### src/rtl/sar_pkg.sv
package sar_pkg;

  typedef enum logic [0:0] {
    SAR_IDLE  = 1'b0,
    SAR_TRIAL = 1'b1
  } sar_state_e;

  // Settling cycles rounded up so the wall-clock wait is never short.
  function automatic int unsigned settle_cycles(input int unsigned ns,
                                                input int unsigned hz);
    longint unsigned prod;
    longint unsigned cyc;
    prod = 64'(ns) * 64'(hz);
    cyc  = (prod + 64'd999_999_999) / 64'd1_000_000_000;
    if (cyc < 64'd1) cyc = 64'd1;
    return int'(cyc);
  endfunction

endpackage

### src/rtl/sar_sync.sv
module sar_sync #(
  parameter int unsigned STAGES = 2
) (
  input  logic clk,
  input  logic rst_n,
  input  logic d_i,
  output logic q_o
);

  logic [STAGES-1:0] chain_q;

  generate
    for (genvar s = 0; s < STAGES; s++) begin : g_stage
      if (s == 0) begin : g_first
        always_ff @(posedge clk or negedge rst_n) begin
          if (!rst_n) chain_q[s] <= 1'b0;
          else        chain_q[s] <= d_i;
        end
      end else begin : g_rest
        always_ff @(posedge clk or negedge rst_n) begin
          if (!rst_n) chain_q[s] <= 1'b0;
          else        chain_q[s] <= chain_q[s-1];
        end
      end
    end
  endgenerate

  assign q_o = chain_q[STAGES-1];

endmodule

### src/rtl/sar_timer.sv
module sar_timer #(
  parameter int unsigned WIDTH = 8
) (
  input  logic             clk,
  input  logic             rst_n,
  input  logic             load_i,
  input  logic [WIDTH-1:0] value_i,
  output logic             zero_o
);

  logic [WIDTH-1:0] cnt_q;
  logic [WIDTH-1:0] cnt_n;
  logic             cnt_en;

  always_comb begin
    cnt_en = load_i || (cnt_q != '0);
    if (load_i) cnt_n = value_i;
    else        cnt_n = cnt_q - WIDTH'(1);
  end

  always_ff @(posedge clk or negedge rst_n) begin
    if (!rst_n)      cnt_q <= '0;
    else if (cnt_en) cnt_q <= cnt_n;
  end

  assign zero_o = (cnt_q == '0);

endmodule

### src/rtl/sar_approx.sv
module sar_approx #(
  parameter int unsigned BITS = 12
) (
  input  logic            clk,
  input  logic            rst_n,
  input  logic            init_i,
  input  logic            step_i,
  input  logic            keep_i,
  output logic [BITS-1:0] code_o,
  output logic [BITS-1:0] code_nxt_o,
  output logic            last_o
);

  localparam logic [BITS-1:0] TOP_BIT = {1'b1, {(BITS-1){1'b0}}};

  logic [BITS-1:0] code_q, code_n;
  logic [BITS-1:0] mask_q, mask_n;
  logic            upd_en;

  always_comb begin
    upd_en = init_i || step_i;
    code_n = code_q;
    mask_n = mask_q;
    if (init_i) begin
      code_n = TOP_BIT;
      mask_n = TOP_BIT;
    end else if (step_i) begin
      code_n = keep_i ? code_q : (code_q & ~mask_q);
      mask_n = mask_q >> 1;
      code_n = code_n | mask_n;
    end
  end

  always_ff @(posedge clk or negedge rst_n) begin
    if (!rst_n) begin
      code_q <= '0;
      mask_q <= '0;
    end else if (upd_en) begin
      code_q <= code_n;
      mask_q <= mask_n;
    end
  end

  assign code_o     = code_q;
  assign code_nxt_o = code_n;
  assign last_o     = mask_q[0];

endmodule

### src/rtl/sar_dac_ctrl.sv
module sar_dac_ctrl
  import sar_pkg::*;
#(
  parameter int unsigned BITS       = 12,
  parameter int unsigned CLK_HZ     = 100_000_000,
  parameter int unsigned SETTLE_NS  = 15_000,
  parameter int unsigned SYNC_STAGES = 2
) (
  input  logic            clk,
  input  logic            rst_n,
  input  logic            start_i,
  input  logic            cmp_i,
  output logic [BITS-1:0] dac_code_o,
  output logic            dac_wr_o,
  output logic [BITS-1:0] result_o,
  output logic            done_o
);

  localparam int unsigned SETTLE_CYC = settle_cycles(SETTLE_NS, CLK_HZ);
  localparam int unsigned WAIT       = SETTLE_CYC + SYNC_STAGES;
  localparam int unsigned TW         = (WAIT > 2) ? $clog2(WAIT) : 2;
  localparam logic [TW-1:0] LOAD_V   = TW'(WAIT - 1);

  // Reset: asserted asynchronously, released on a clock edge.
  logic [1:0] rst_pipe_q;
  logic       rst_q_n;

  always_ff @(posedge clk or negedge rst_n) begin
    if (!rst_n) rst_pipe_q <= 2'b00;
    else        rst_pipe_q <= {rst_pipe_q[0], 1'b1};
  end
  assign rst_q_n = rst_pipe_q[1];

  // Datapath pieces
  logic            cmp_sync;
  logic            tmr_zero;
  logic            tmr_load;
  logic            ap_init, ap_step, ap_last;
  logic [BITS-1:0] ap_code, ap_code_nxt;

  sar_sync #(.STAGES(SYNC_STAGES)) u_sync (
    .clk  (clk),
    .rst_n(rst_q_n),
    .d_i  (cmp_i),
    .q_o  (cmp_sync)
  );

  sar_timer #(.WIDTH(TW)) u_timer (
    .clk    (clk),
    .rst_n  (rst_q_n),
    .load_i (tmr_load),
    .value_i(LOAD_V),
    .zero_o (tmr_zero)
  );

  sar_approx #(.BITS(BITS)) u_approx (
    .clk       (clk),
    .rst_n     (rst_q_n),
    .init_i    (ap_init),
    .step_i    (ap_step),
    .keep_i    (cmp_sync),
    .code_o    (ap_code),
    .code_nxt_o(ap_code_nxt),
    .last_o    (ap_last)
  );

  // Control state
  sar_state_e      st_q, st_n;
  logic            wr_q, wr_n;
  logic            done_q, done_n;
  logic [BITS-1:0] res_q;
  logic            res_en;
  logic            busy;

  always_comb begin
    st_n     = st_q;
    wr_n     = 1'b0;
    done_n   = 1'b0;
    res_en   = 1'b0;
    tmr_load = 1'b0;
    ap_init  = 1'b0;
    ap_step  = 1'b0;
    unique case (st_q)
      SAR_IDLE: begin
        if (start_i) begin
          ap_init  = 1'b1;
          tmr_load = 1'b1;
          wr_n     = 1'b1;
          st_n     = SAR_TRIAL;
        end
      end
      SAR_TRIAL: begin
        if (tmr_zero) begin
          ap_step = 1'b1;
          if (ap_last) begin
            res_en = 1'b1;
            done_n = 1'b1;
            st_n   = SAR_IDLE;
          end else begin
            tmr_load = 1'b1;
            wr_n     = 1'b1;
          end
        end
      end
      default: st_n = SAR_IDLE;
    endcase
  end

  always_ff @(posedge clk or negedge rst_q_n) begin
    if (!rst_q_n) begin
      st_q   <= SAR_IDLE;
      wr_q   <= 1'b0;
      done_q <= 1'b0;
    end else begin
      st_q   <= st_n;
      wr_q   <= wr_n;
      done_q <= done_n;
    end
  end

  always_ff @(posedge clk or negedge rst_q_n) begin
    if (!rst_q_n)    res_q <= '0;
    else if (res_en) res_q <= ap_code_nxt;
  end

  assign busy       = (st_q == SAR_TRIAL);
  assign dac_code_o = ap_code;
  assign dac_wr_o   = wr_q;
  assign result_o   = res_q;
  assign done_o     = done_q;

endmodule

### config.mk
export PLATFORM = sky130hd
export DESIGN_NAME = sar_dac_ctrl
export DESIGN_NICKNAME = d
export VERILOG_FILES = /design/src/rtl/sar_pkg.sv /design/src/rtl/sar_sync.sv /design/src/rtl/sar_timer.sv /design/src/rtl/sar_approx.sv /design/src/rtl/sar_dac_ctrl.sv
export SDC_FILE = /design/constraint.sdc
export NUM_CORES = 1
export LEC_CHECK = 0
export CORE_UTILIZATION = 49
export CTS_CLUSTER_DIAMETER = 80
export DETAILED_ROUTE_END_ITERATION = 12
export PLACE_DENSITY = 0.75
export SLEW_MARGIN = 20
export SYNTH_ARGS = -nofsm -noshare
export SYNTH_HDL_FRONTEND = slang
export SYNTH_SLANG_ARGS = --single-unit
### constraint.sdc
create_clock -name clk -period 1.6 [get_ports clk]
set_clock_uncertainty 0.1 [all_clocks]
set_input_delay 0.32 -clock clk [delete_from_list [all_inputs] [get_ports clk]]
set_output_delay 0.32 -clock clk [all_outputs]
set_load 0.01 [all_outputs]
==> impl_metrics.json <==
{
  "drtIter0Drc": 158,
  "final_nets": 306,
  "die_w_um": 71.6,
  "ant_nets": 0,
  "cts_inserted_buffers": 5,
  "hold_viol": 0,
  "drc": 0,
  "final_common_cell": "dfrtp_1",
  "grt_usage_pct": 25.7,
  "num_antenna_cells": 0,
  "critPathBufInv": 0,
  "cts_hold_buffers": 0,
  "dpl.cell_count": 334,
  "p_seq_share_pct": 46.9,
  "drv_slew": 0,
  "place_ws_ns": -0.250,
  "die_y_um": 71.6,
  "required_ns": 1.71,
  "swShare_pct": 30.3,
  "die_area_um2": 5130,
  "cts.clk_slew.worst_paths_ns": 0.10,
  "place.gp.congestion": 0.801,
  "placed_area_um2": 2980,
  "fmax_ghz": 0.543,
  "critPathLaunch": "u_timer.cnt_q[3]",
  "netlist_instances": 228,
  "syn_area_um2": 2370,
  "timing.final.ws_setup_ns": -0.243,
  "p_leak_uw": 0.00170,
  "yosysUniqueCellTypes": 42,
  "dr.pass1.iters": 4,
  "cp_top_family": "simple AND/OR/NAND/NOR gates",
  "reg2reg_from": "u_timer.cnt_q[3]",
  "clkLatencyLatePin_ns": 0.31,
  "use_met2_pct": 43.2,
  "powerDensity_nw_per_um2": 1040,
  "num_vias": 2124,
  "hp-class": "reg2async",
  "slowest_delay_ns": 0.54,
  "max_cap_violations": 0,
  "pwr-share-clk_pct": 24.9,
  "final-setup-viol-count": 50,
  "fin_crit_sh_pct": 115,
  "p_switching_uw": 1100,
  "rsz0062_at_grt": "true",
  "grt_pass1_wl_um": 9970,
  "start_util_pct": 52.7,
  "io_pins": 30,
  "area.growth.synth_to_final_pct": 47.9,
  "nFillCells": 258,
  "ir_worst_vdd_v": 0.000766,
  "fin_crit_ns": 1.84,
  "finish.utilization_pct": 77.9,
  "num_rows": 24,
  "grt_pass1_vias": 2062,
  "use_met1_pct": 33.4,
  "start_kind": "flop",
  "critical_path_class": "reg2reg",
  "fin_cells": 352,
  "final_area_um2": 3510,
  "violations": "setup timing",
  "crit_chain": "or4_4 -> or3_4 -> a211o_1",
  "final_cell_mix": "52 x dfrtp_1, 34 x buf_4, 25 x dlygate4sd2_1",
  "combPwrFrac_pct": 28.2,
  "clk_path_buf_depth": 2,
  "end_kind": "flop",
  "wirelength_um": 6430,
  "holdWs_ns": 0.0535,
  "viasPerCell": 6.03,
  "cp_max_fo": 4,
  "floorplan.core_area_um2": 4500,
  "portBuffers": 29,
  "ys_seq_area_share_pct": 56.9,
  "overflow": 0,
  "grtUsageMet3_pct": 5.20,
  "critPathArrivalTime_ns": 1.95,
  "routedWlPerCell_um": 18.3,
  "intPower_uw": 2530,
  "htree_levels": 2,
  "busiest_layer": "met2",
  "cts_root_buf": "clkbuf_8",
  "hpwl_um": 3670,
  "drive_above_1_share_pct": 44.7,
  "grt_max_degree": 41,
  "cts_tree": "yes",
  "synth_warnings": 0,
  "antenna_found_initial": 0,
  "syn_nets": 234,
  "status": "finished, violations left",
  "ys_ff_latch": 54,
  "crit_slowest_cell": "or4_4",
  "clock_sinks": 54,
  "synth_area_per_cell_um2": 10.4
}
==> cells by family after synthesis <==
kind of cell               share of synthesized area [%]
xor gates and xnor gates                           0.369
other                                              0.158
buffers and inverters                               4.59
and+or+nand+nor                                     21.3
AOI/OAI and AO/OA                                   15.2
muxes                                              0.422
adders and majority gates                           1.05
DFF                                                 56.9
==> cells in the mapped netlist, drive strengths merged <==
cell	instances	area, µm²
and3	3	18.8
a31oi	1	6.26
and3b	1	8.76
nor3	2	10.0
nor4	3	33.8
nand2	28	105
o21ai	16	80.1
or4b	1	10.0
a211o	1	8.76
and2	1	6.26
or2	1	6.26
a221o	3	30.0
o21a	1	7.51
dfrtp	54	1350
conb	1	3.75
a211oi	1	7.51
clkbuf	5	18.8
nor2	12	45.0
a22o	3	26.3
xnor2	1	8.76
or3	3	18.8
nor2b	2	12.5
nand4	8	50.1
or4	4	33.8
or3b	1	8.76
mux2i	1	10.0
buf	6	67.6
inv	6	22.5
nand4b	1	8.76
nand3	12	60.1
a21oi	26	141
and4b	1	10.0
o211ai	4	30.0
and4	1	8.76
nand2b	8	50.1
o31ai	3	22.5
ha	2	25.0
==> registers in the layout, summed over array words and instances (netlist names), 2 cells and up <==
name             count
u_timer.cnt_q       11
u_approx.code_o     12
rst_pipe_q           2
u_approx.mask_q     12
result_o            12
==> metal layers <==
| layer | part of all wire, % | routed length [µm] | up-vias |
|---|---|---|---|
| li1 | - | - | 967 |
| met1 | 43 | 2760 | 1036 |
| met2 | 50 | 3190 | 102 |
| met3 | 5.9 | 379 | 19 |
| met4 | 1.5 | 99 | 0 |
| met5 | 0 | 0 | - |
==> worst paths after layout <==
kind                               endpoint  slack, ns  cells past startpoint
min in group clk              rst_pipe_q[1]       0.26                      0
min reg2reg                u_timer.cnt_q[8]       0.05                      0
max                        u_timer.cnt_q[7]      -0.24                      3
max reg2reg                u_timer.cnt_q[7]      -0.24                      3
min                        u_timer.cnt_q[8]       0.05                      0
max in group asynchronous       result_o[2]       0.84                      1
==> area by class of cell <==
class | count | area (µm²) | share of cell area [%]
flip-flops and latches | 54 | 1350 | 38.6
clock inverters | 2 | 38.8 | 1.11
repair buffers | 76 | 702 | 20.0
well taps | 52 | 65.1 | 1.85
clock buffers | 5 | 68.8 | 1.96
multi-input cells | 157 | 1260 | 35.9
inverters | 6 | 22.5 | 0.642
==> worst register-to-register path, stage by stage, from the launching register on <==
cell,delay (ns)
dfrtp_2,0.45
or4_4,0.54
or3_4,0.35
a211o_1,0.29
==> power groups by stage <==
stage / clock network [µW] / logic (µW) / registers, µW
final: 907 / 1020 / 1700
after floorplan: 0 / 372 / 1710
after global placement: 0 / 768 / 1700
after CTS: 916 / 926 / 1690
after global routing: 964 / 1090 / 1720
after detailed placement: 0 / 785 / 1700
==> per-stage QoR <==
step / setup TNS [ns] / power (µW)
floorplan: -3.94 / 2080
global placement: -5.69 / 2460
detailed placement: -7.77 / 2480
CTS: -6.02 / 3530
global route: -9.02 / 3770
finish: -6.14 / 3630
==> what timing repair did <==
item | in CTS | in global routing
endpoints found under the setup margin | 75 | 51
pin swaps | 22 | 14
gates resized for setup | 82 | 46
setup buffers | 9 | 5
cloned | 2 | 0
(Power assumes the default switching activity.)
